File: config.mk
export PLATFORM = sky130hd
export DESIGN_NAME = freq_meter
export DESIGN_NICKNAME = d
export VERILOG_FILES = /design/src/rtl/freq_meter_pkg.sv /design/src/rtl/fm_edge_sync.sv /design/src/rtl/fm_sec_source.sv /design/src/rtl/fm_divider.sv /design/src/rtl/freq_meter.sv
export SDC_FILE = /design/constraint.sdc
export NUM_CORES = 1
export LEC_CHECK = 0
export BUFFER_PORTS_ARGS = -buffer_cell sky130_fd_sc_hd__buf_2
export CORE_MARGIN = 1
export CORE_UTILIZATION = 50
export CTS_CLUSTER_DIAMETER = 40
export DETAILED_ROUTE_END_ITERATION = 10
export GPL_TIMING_DRIVEN = 0
export PLACE_DENSITY = 0.68
export SLEW_MARGIN = 20
export SYNTH_ARGS = -nofsm -noshare
export SYNTH_HDL_FRONTEND = slang
export SYNTH_SLANG_ARGS = --single-unit
File: constraint.sdc
create_clock -name clk -period 5.4 [get_ports clk]
set_clock_uncertainty 0.2 [all_clocks]
set_input_delay 1.08 -clock clk [delete_from_list [all_inputs] [get_ports clk]]
set_output_delay 1.08 -clock clk [all_outputs]
set_load 0.03 [all_outputs]
File: src/rtl/freq_meter_pkg.sv
`timescale 1ns/1ps
package freq_meter_pkg;
    typedef enum logic [1:0] {ST_OFF, ST_GATE, ST_CALC} fm_state_e;
    typedef enum logic [1:0] {DV_IDLE, DV_RUN, DV_DONE} dv_state_e;

    localparam int REG_W        = 32;
    localparam int CTRL_OFS     = 0;
    localparam int STAT_OFS     = 4;
    localparam int CTRL_EN_BIT  = 0;
    localparam int CTRL_SEC_LSB = 8;
    localparam int ST_VALID_BIT = 31;
    localparam int ST_ERR_BIT   = 30;
    localparam int ST_OVR_BIT   = 29;
    localparam int VALUE_W      = 24;
endpackage

File: src/rtl/fm_edge_sync.sv
`timescale 1ns/1ps
module fm_edge_sync #(
    parameter int STAGES = 2
) (
    input  logic clk,
    input  logic rst_n,
    input  logic sig_in,
    output logic rise
);
    // sh[STAGES-1:0] is the synchroniser chain, sh[STAGES] the previous sample
    logic [STAGES:0] sh;

    always_ff @(posedge clk or negedge rst_n) begin
        if (!rst_n) sh <= '0;
        else        sh <= {sh[STAGES-1:0], sig_in};
    end

    assign rise = sh[STAGES-1] & ~sh[STAGES];

    // each input edge yields a single-cycle pulse
    assert_single_rise_R3: assert property (@(posedge clk) disable iff (!rst_n)
        rise |=> !rise);
endmodule

File: src/rtl/fm_sec_source.sv
`timescale 1ns/1ps
module fm_sec_source #(
    parameter bit USE_EXT      = 1'b1,
    parameter int CLKS_PER_SEC = 125_000_000,
    parameter int TMO          = 187_500_000
) (
    input  logic clk,
    input  logic rst_n,
    input  logic run,
    input  logic restart,
    input  logic ext_tick,
    output logic sec_tick,
    output logic timeout
);
    generate
        if (USE_EXT) begin : g_ext
            localparam int GW = $clog2(TMO + 1);
            logic [GW-1:0] gap;
            logic          gap_end;

            assign gap_end = (gap == GW'(TMO - 1));

            always_ff @(posedge clk or negedge rst_n) begin
                if (!rst_n)                                       gap <= '0;
                else if (!run || restart || ext_tick || gap_end)  gap <= '0;
                else                                              gap <= gap + 1'b1;
            end

            assign sec_tick = run && ext_tick;
            assign timeout  = run && !restart && !ext_tick && gap_end;
        end else begin : g_int
            localparam int DW = $clog2(CLKS_PER_SEC + 1);
            logic [DW-1:0] div;
            logic          div_end;

            assign div_end = (div == DW'(CLKS_PER_SEC - 1));

            always_ff @(posedge clk or negedge rst_n) begin
                if (!rst_n)                        div <= '0;
                else if (!run || restart || div_end) div <= '0;
                else                               div <= div + 1'b1;
            end

            assign sec_tick = run && !restart && div_end;
            assign timeout  = 1'b0;
        end
    endgenerate

    // nothing leaves this block while measurement is off
    assert_quiet_when_off_R8: assert property (@(posedge clk) disable iff (!rst_n)
        !run |-> (!sec_tick && !timeout));
endmodule

File: src/rtl/fm_divider.sv
`timescale 1ns/1ps
module fm_divider
    import freq_meter_pkg::*;
#(
    parameter int N_W = 32,
    parameter int D_W = 8
) (
    input  logic           clk,
    input  logic           rst_n,
    input  logic           start,
    input  logic [N_W-1:0] num,
    input  logic [D_W-1:0] den,
    output logic           busy,
    output logic           done,
    output logic [N_W-1:0] quot
);
    localparam int SW = (N_W > 1) ? $clog2(N_W) : 1;

    dv_state_e      st, st_nxt;
    logic [N_W-1:0] n_sh, q_r;
    logic [D_W-1:0] d_r, rem;
    logic [SW-1:0]  step;
    logic [D_W:0]   trial, diff;
    logic           ge;

    assign trial = {rem, n_sh[N_W-1]};
    assign diff  = trial - {1'b0, d_r};
    assign ge    = (trial >= {1'b0, d_r});

    always_ff @(posedge clk or negedge rst_n) begin
        if (!rst_n) st <= DV_IDLE;
        else        st <= st_nxt;
    end

    always_comb begin
        st_nxt = st;
        unique case (st)
            DV_IDLE: if (start) st_nxt = DV_RUN;
            DV_RUN:  if (step == SW'(N_W - 1)) st_nxt = DV_DONE;
            DV_DONE: st_nxt = DV_IDLE;
            default: st_nxt = DV_IDLE;
        endcase
    end

    always_ff @(posedge clk or negedge rst_n) begin
        if (!rst_n) begin
            n_sh <= '0;
            q_r  <= '0;
            d_r  <= '0;
            rem  <= '0;
            step <= '0;
        end else begin
            unique case (st)
                DV_IDLE: if (start) begin
                    n_sh <= num;
                    d_r  <= den;
                    rem  <= '0;
                    q_r  <= '0;
                    step <= '0;
                end
                DV_RUN: begin
                    rem  <= ge ? diff[D_W-1:0] : trial[D_W-1:0];
                    q_r  <= {q_r[N_W-2:0], ge};
                    n_sh <= {n_sh[N_W-2:0], 1'b0};
                    step <= step + 1'b1;
                end
                default: ;
            endcase
        end
    end

    assign busy = (st != DV_IDLE);
    assign done = (st == DV_DONE);
    assign quot = q_r;

    // the finished remainder is smaller than the divisor
    assert_rem_below_div_R3: assert property (@(posedge clk) disable iff (!rst_n)
        done |-> (rem < d_r));
    // a gate never closes while the previous quotient is still in work
    assert_start_when_idle_R4: assert property (@(posedge clk) disable iff (!rst_n)
        start |-> (st == DV_IDLE));
endmodule

File: src/rtl/freq_meter.sv
`timescale 1ns/1ps
module freq_meter
    import freq_meter_pkg::*;
#(
    parameter bit USE_EXT_TICK = 1'b1,
    parameter int CLKS_PER_SEC = 125_000_000,
    parameter int CNT_W        = 32,
    parameter int FREQ_W       = 24,
    parameter int SEC_W        = 8,
    parameter int ADDR_W       = 4,
    parameter int SYNC_STAGES  = 2
) (
    input  logic              clk,
    input  logic              rst_n,
    input  logic              sig_in,
    input  logic              pps_in,
    input  logic              reg_wr,
    input  logic [ADDR_W-1:0] reg_addr,
    input  logic [31:0]       reg_wdata,
    output logic [31:0]       reg_rdata
);
    localparam int TMO = CLKS_PER_SEC + CLKS_PER_SEC / 2;
    localparam logic [ADDR_W-1:0] A_CTRL = ADDR_W'(CTRL_OFS);
    localparam logic [ADDR_W-1:0] A_STAT = ADDR_W'(STAT_OFS);

    fm_state_e      state, state_nxt;
    logic           ctrl_en;
    logic [SEC_W-1:0] ctrl_sec, new_sec, sec_cnt;
    logic           cfg_wr, new_on, running;
    logic           rise, sec_tick, timeout, gate_end, div_go, pub;
    logic           div_busy, div_done;
    logic [CNT_W-1:0] edge_cnt, edge_sat, quot;
    logic [CNT_W:0] edge_sum;
    logic           acc_ovf, snap_ovf, ovr_now;
    logic           f_valid, f_err, f_ovr;
    logic [FREQ_W-1:0] f_val;
    logic [REG_W-1:0] ctrl_word, stat_word;

    // ---------------- register port decode ----------------
    assign cfg_wr  = reg_wr && (reg_addr == A_CTRL);
    assign new_sec = reg_wdata[CTRL_SEC_LSB +: SEC_W];
    assign new_on  = reg_wdata[CTRL_EN_BIT] && (new_sec != '0);
    assign running = (state != ST_OFF);

    // ---------------- sub-blocks ----------------
    fm_edge_sync #(.STAGES(SYNC_STAGES)) u_sync (
        .clk    (clk),
        .rst_n  (rst_n),
        .sig_in (sig_in),
        .rise   (rise)
    );

    fm_sec_source #(
        .USE_EXT      (USE_EXT_TICK),
        .CLKS_PER_SEC (CLKS_PER_SEC),
        .TMO          (TMO)
    ) u_sec (
        .clk      (clk),
        .rst_n    (rst_n),
        .run      (running),
        .restart  (cfg_wr),
        .ext_tick (pps_in),
        .sec_tick (sec_tick),
        .timeout  (timeout)
    );

    assign edge_sum = {1'b0, edge_cnt} + (CNT_W + 1)'(rise);
    assign edge_sat = edge_sum[CNT_W] ? '1 : edge_sum[CNT_W-1:0];
    assign gate_end = sec_tick && (sec_cnt == (ctrl_sec - SEC_W'(1)));
    assign div_go   = (state == ST_GATE) && gate_end && !cfg_wr && !timeout;
    assign pub      = (state == ST_CALC) && div_done && !cfg_wr && !timeout;

    fm_divider #(.N_W(CNT_W), .D_W(SEC_W)) u_div (
        .clk   (clk),
        .rst_n (rst_n),
        .start (div_go),
        .num   (edge_sat),
        .den   (ctrl_sec),
        .busy  (div_busy),
        .done  (div_done),
        .quot  (quot)
    );

    assign ovr_now = snap_ovf || (|quot[CNT_W-1:FREQ_W]);

    // ---------------- controller ----------------
    always_ff @(posedge clk or negedge rst_n) begin
        if (!rst_n) state <= ST_OFF;
        else        state <= state_nxt;
    end

    always_comb begin
        state_nxt = state;
        unique case (state)
            ST_OFF: begin
                if (cfg_wr && new_on) state_nxt = ST_GATE;
            end
            ST_GATE: begin
                if (cfg_wr)        state_nxt = new_on ? ST_GATE : ST_OFF;
                else if (timeout)  state_nxt = ST_GATE;
                else if (gate_end) state_nxt = ST_CALC;
            end
            ST_CALC: begin
                if (cfg_wr)        state_nxt = new_on ? ST_GATE : ST_OFF;
                else if (timeout)  state_nxt = ST_GATE;
                else if (div_done) state_nxt = ST_GATE;
            end
            default: state_nxt = ST_OFF;
        endcase
    end

    // ---------------- datapath and published result ----------------
    always_ff @(posedge clk or negedge rst_n) begin
        if (!rst_n) begin
            ctrl_en  <= 1'b0;
            ctrl_sec <= '0;
            sec_cnt  <= '0;
            edge_cnt <= '0;
            acc_ovf  <= 1'b0;
            snap_ovf <= 1'b0;
            f_valid  <= 1'b0;
            f_err    <= 1'b0;
            f_ovr    <= 1'b0;
            f_val    <= '0;
        end else if (cfg_wr) begin
            ctrl_en  <= new_on;
            ctrl_sec <= new_on ? new_sec : '0;
            sec_cnt  <= '0;
            edge_cnt <= '0;
            acc_ovf  <= 1'b0;
            snap_ovf <= 1'b0;
            f_valid  <= 1'b0;
            f_err    <= 1'b0;
            f_ovr    <= 1'b0;
            f_val    <= '0;
        end else if (timeout) begin
            sec_cnt  <= '0;
            edge_cnt <= '0;
            acc_ovf  <= 1'b0;
            f_err    <= 1'b1;
        end else if (running) begin
            if (gate_end) begin
                snap_ovf <= acc_ovf | edge_sum[CNT_W];
                edge_cnt <= '0;
                acc_ovf  <= 1'b0;
                sec_cnt  <= '0;
            end else begin
                if (sec_tick) sec_cnt <= sec_cnt + 1'b1;
                if (rise) begin
                    edge_cnt <= edge_sat;
                    if (edge_sum[CNT_W]) acc_ovf <= 1'b1;
                end
            end
            if (pub) begin
                f_valid <= !ovr_now;
                f_ovr   <= ovr_now;
                f_err   <= 1'b0;
                f_val   <= ovr_now ? '0 : quot[FREQ_W-1:0];
            end
        end
    end

    // ---------------- read mux ----------------
    always_comb begin
        ctrl_word = '0;
        ctrl_word[CTRL_EN_BIT] = ctrl_en;
        ctrl_word[CTRL_SEC_LSB +: SEC_W] = ctrl_sec;
        stat_word = '0;
        stat_word[ST_VALID_BIT] = f_valid;
        stat_word[ST_ERR_BIT]   = f_err;
        stat_word[ST_OVR_BIT]   = f_ovr;
        stat_word[FREQ_W-1:0]   = f_val;
        if (reg_addr == A_CTRL)      reg_rdata = ctrl_word;
        else if (reg_addr == A_STAT) reg_rdata = stat_word;
        else                         reg_rdata = '0;
    end

    // ---------------- assertions ----------------
    // a control write leaves every flag clear in the next cycle
    assert_flags_clear_after_write_R7: assert property (@(posedge clk) disable iff (!rst_n)
        cfg_wr |=> (!f_valid && !f_err && !f_ovr));
    // overrun and valid are never reported together
    assert_valid_excl_ovr_R5: assert property (@(posedge clk) disable iff (!rst_n)
        !(f_valid && f_ovr));
    // while off and not written, the status word does not move
    assert_off_status_stable_R8: assert property (@(posedge clk) disable iff (!rst_n)
        (state == ST_OFF && !cfg_wr) |=> $stable(stat_word));
    // the error flag can only rise while a measurement runs
    assert_err_only_running_R6: assert property (@(posedge clk) disable iff (!rst_n)
        $rose(f_err) |-> ($past(state) != ST_OFF));
    // no gate closes while a quotient is being formed
    assert_gate_not_during_calc_R4: assert property (@(posedge clk) disable iff (!rst_n)
        (state == ST_CALC) |-> (!gate_end || cfg_wr || timeout || div_done));
    // the divider is only busy while the controller waits for it
    assert_busy_matches_calc_R3: assert property (@(posedge clk) disable iff (!rst_n)
        (state == ST_GATE && div_go) |=> div_busy);
endmodule

=== After elaboration in Yosys (flattened, before gate mapping) ===
Index checks and enable logic that the tools add are counted.
W data, S select, Z words.

* Output and inout bits: 32
* Logic and storage cells: 154
* Memory bits (read-only): 0
* RAM bits: 0
* Bits in latches: 0
* Flip-flop bits (word level): 198
* Memories kept: 0

* Muxes and demuxes: 63
* $add $sub $neg: 6
* Bitwise operators: 3
* $mul: 0
* Reduce and logical (&&, ||, !) cells: 48
* Shifts and indexed selects: 0
* Div/mod/pow operators: 0
* Equality and inequality tests: 14
* Magnitude comparators: 1

{| class="wikitable"
|+ Operators by type and width
! cell !! count
|-
| $mux W32 || 10
|-
| $pmux W32 S2 || 2
|-
| $mux W24 || 5
|-
| $mux W8 || 8
|-
| $add A32 B1 Y33 || 1
|-
| $add A28 B1 Y28 const B || 1
|-
| $eq A28 B28 Y1 const B || 1
|-
| $mux W28 || 1
|-
| $mux W1 || 23
|-
| $mux W2 || 9
|-
| $pmux W8 S2 || 1
|-
| $logic_and A1 B1 Y1 || 14
|-
| $reduce_and A2 Y1 || 6
|-
| $reduce_and A3 Y1 || 4
|-
| $reduce_bool A4 Y1 || 3
|-
| $pmux W5 S2 || 1
|-
| $reduce_bool A2 Y1 || 5
|-
| $ge A9 B8 Y1 || 1
|-
| $add A8 B1 Y8 const B || 1
|-
| $eq A8 B8 Y1 || 1
|-
| $ne A4 B4 Y1 const B || 2
|-
| $reduce_bool A8 Y1 || 1
|-
| $reduce_or A8 Y1 || 1
|-
| $sub A8 B1 Y8 const B || 1
|-
| 19 further kinds || 32
|}

=== Depth between registers and ports, before layout ===
* Depth after elaboration: 12
* Mapped depth: 11
* Mapped depth without buffers: 10

=== Hierarchy ===
From an unflattened synthesis, not the netlist that was laid out.

* Cells, all modules: 1115
* Area total of the unflattened synthesis: 10681.5 sq um

{| class="wikitable"
|+ Modules (own cells, without submodules)
! module !! cells an instance !! area an instance (sq um) !! times used
|-
| freq_meter || 553 || 4857.2 || 1
|-
| fm_divider || 397 || 4184.0 || 1
|-
| fm_sec_source || 161 || 1551.5 || 1
|-
| fm_edge_sync || 4 || 88.8 || 1
|}

=== Least setup slack after synthesis ===
No wires, ideal clock.

* Path type: in2out
* Start: in reg_addr[1]
* End: out reg_rdata[14]
* Slack: 1594 ps
* Required time: 4120 ps
* Arrival: 2526 ps
* Cell stages on the path: 3
* Path through: nor4b_1 -> clkbuf_1 -> a22o_1

* Longest elaborated chain between the ends: 3

{| class="wikitable"
|+ Ends and longest elaborated chain
! what !! RTL line !! RTL
|-
| start, declared || freq_meter.sv:18 || <nowiki>input logic [ADDR_W-1:0] reg_addr,</nowiki>
|-
| $eq A4 B3 Y1 || freq_meter.sv:174 || <nowiki>else if (reg_addr == A_STAT) reg_rdata = stat_word;</nowiki>
|-
| $mux W32 || freq_meter.sv:174 ||
|-
| $mux W32 * || freq_meter.sv:173 || <nowiki>if (reg_addr == A_CTRL) reg_rdata = ctrl_word;</nowiki>
|-
| end, declared || freq_meter.sv:20 || <nowiki>output logic [31:0] reg_rdata</nowiki>
|}

Every way passes the cells marked *; elsewhere a longest branch is shown, timed or not.

=== Worst setup path after layout ===
* Start: in reg_addr[1]
* End: out reg_rdata[15]

Same word-level chain as after synthesis.

==> summary.txt <==
Routing
  – DR DRC count: 0
  – Vias per inst: 5.68
  – DRT iter0 DRCs: 530
  – Avg WL per Cell: 16.5 um
  – Antenna Nets Post-Route: 0
  – Drt first pass iters: 5
  – Routed wire length: 23.2 mm
  – DR vias: 7969

Synthesis
  – Synthesized flop and latch total: 198
  – Post-Synth Simple-Gate Area: 22.5%
  – Count of cell types in the netlist: 68
  – Post-synthesis compound-gate area fraction: 16.2%
  – Post-synthesis adder-cell area fraction: 2.04%
  – XOR/XNOR Fraction of Synth Area: 4.46%
  – Yosys top cell by area: dfrtp_1
  – Mux share of post-synthesis cell area: 1.86%
  – Largest family of logic cells by synthesized area: simple AND/OR/NAND/NOR gates
  – Yosys warns: 0
  – Synth top area cells: dfrtp_1 (49%), nand2_1 (6.4%), and2_1 (3.3%)
  – Synth Area per Inst: 9.67 sq um
  – Sequential area share after synthesis: 48.6%
  – Synth Flop Type: dfrtp_1
  – Async S/R FF share, synth: 100%
  – Syn Inst Count: 1055
  – Mapped Area: 10200 sq um
  – Number of flops mapped to enable cells by yosys: 0
  – Yosys top cell area share: 48.6%

GRT
  – Number of global-route vias before repair: 7633
  – GRT Util Overall: 24.0%
  – Largest net degree at the start of global routing: 98
  – Antenna violations before repair: 0
  – First-pass GRT wire length: 39.1 mm
  – GRT overflow: 0

Timing
  – Final Max Tran Viols: 0
  – Worst slew pin tran: 821 ps
  – RSZ-0062 raised after global routing: false
  – Fmax: 260 MHz
  – Min setup slack post-route: 1550 ps
  – Endpoints failing hold: 0
  – Tcrit/Tclk final: 71.2%
  – Final setup fails: 0
  – Tmin final: 3850 ps
  – Relative slew slack: 44.9%

Floorplan
  – Die Y: 145 um
  – Die width: 145 um
  – Core Area: 19700 sq um
  – Initial Utilization: 51.7%
  – Io pins: 73
  – Rows: 51
  – Die area: 21000 sq um

Power
  – Max VDD drop: 0.254 mV
  – Cell area power density: 387 nW/um^2
  – Pleak: 5.21 nW

Worst hold path
  – Hold crit path type: flop to flop
  – Worst Hold Path EP: u_sync.sh[1]
  – Worst hold path depth: 0
  – Hold Crit Start: u_sync.sh[0]

Clocking
  – Clk_lat worst skew: 440 ps
  – CTS Buffer Depth: 2
  – Post-cts gate resize count: 0
  – CTS tree: done
  – Clk sink count: 198
  – H-tree levels: 4
  – Post-CTS setup buffers: 0
  – Clock-pin slew on the worst setup and hold paths: 80 ps
  – CTS Hold Bufs: 0
  – CTS root buffer: clkbuf_16
  – CTS Buf Count: 17

Critical path
  – Reg2Reg Capture Point: u_div.n_sh[27]
  – Worst reg2reg setup slack: 1740 ps
  – Path type of the worst setup path: primary input to output port
  – Worst reg2reg startpoint: u_sync.sh[1]
  – Setup crit start kind: primary input
  – Reg2reg path depth: 10
  – Maximum fanout along the worst path: 10
  – Setup crit end kind: output port
  – Critical path arrival: 2570 ps
  – Worst path required time: 4120 ps

Final layout
  – Antenna Diode Count: 0
  – Final Non-Filler Cells: 1402
  – Nets: 1181
  – Finished layout cell area: 11500 sq um
  – Share of layout cells above drive strength 1: 13.0%
  – P&R area growth vs syn: 12.5%

Placed design
  – Post-place setup slack: 1540 ps
  – Cell count after placement: 1370
  – Placed Area: 10800 sq um
  – DP HPWL: 16.1 mm
  – RePlAce Congestion: 0.813
  – I/O Buffers: 43

Outcome
  – Outcome: completed

Run
  – Max cap viols: 0
==> placed cells by master (no fill, tap or decap), drive strengths merged, types with 34 or more instances in the layout <==
cell    instances
dfrtp         198
o21ai          72
nand2         175
buf            74
a22o           34
xor2           37
clkbuf         54
and2           54
nand3          45
nor2           87
==> worst max-delay path by stage <==
stage / startpoint / endpoint / slack (ps) / cells after the start
CTS: reg_addr[1] / reg_rdata[15] / 1530 / 6
global route: reg_addr[1] / reg_rdata[14] / 1420 / 6
floorplan: reg_addr[1] / reg_rdata[14] / 1590 / 3
global placement: rst_n / f_val[21] / -320 / 1
finish: reg_addr[1] / reg_rdata[15] / 1550 / 6
detailed placement: reg_addr[1] / edge_cnt[7] / 1540 / 8
==> synthesized netlist by cell type (all sizes together), types with 17 or more instances <==
library cell,count
dfrtp,198
nand2,175
nor2,87
o21ai,72
and2,54
nand3,45
clkbuf,37
xor2,37
a22o,34
a21oi,33
a221o,30
buf,28
inv,23
a311oi,17
==> per-layer routing <==
layer  vias to the layer above  share of wire, %  global-route usage, %
li1                       3845                 -                      -
met1                      3940                49                   34.7
met2                       162                46                   37.3
met3                        22               3.9                   4.15
met4                         0               1.1                   5.98
met5                         -                 0                      0
==> state kept, by name, indices dropped and copies added (netlist names) <==
name and cells:
u_div.st 2, ctrl_en 1, u_div.d_r 8, u_sec.g_ext.gap 28, f_val 24, state 2, u_div.n_sh 32, f_valid 1
edge_cnt 32, u_div.rem 8, f_err 1, u_sync.sh 3, ctrl_sec 8, u_div.quot 32, u_div.step 5, f_ovr 1
snap_ovf 1, acc_ovf 1, sec_cnt 8
==> logic make-up (layout without fill, tap and decap cells) <==
family          count (synthesis)  count (layout)
simple gates                  459             459
compound gates                224             224
flops                         198             198
buf+inv                        88             166
xor+xnor                       52              52
mux                            17              17
fa+ha+maj                      16              16
other cells                     1               5
==> stage by stage <==
stage | hold slack [ps] | utilization, % | power [mW] | setup TNS [ps]
floorplan | 131 | - | 2.79 | 0
global placement | 133 | 54.6 | 3.06 | -59350
detailed placement | 144 | 55.0 | 3.10 | 0
CTS | 171 | 58.2 | 4.47 | 0
global route | 171 | 58.2 | 4.70 | 0
finish | 168 | 58.2 | 4.44 | 0
==> final cells by class <==
type,instances,area (sq um)
fill,1742,8240
sequential,198,4950
multi-input combinational,773,4830
clock buffer,17,425
buffer,65,354
tap,265,332
timing repair buffer,46,285
clock inverter,15,213
inverter,23,86.3
==> worst max-delay path, cell delays in order <==
cell and delay, ps:
buf_2 110, nor4b_2 390, buf_2 260, clkbuf_1 330
a22o_1 210, buf_2 200
==> power breakdown <==
group | total [mW] | switching [mW] | internal, mW
logic | 1.05 | 0.606 | 0.439
clock network | 1.36 | 0.674 | 0.687
registers | 2.03 | 0.265 | 1.77
total | 4.44 | 1.55 | 2.90
No activity file was read; power rests on OpenSTA's default activity.
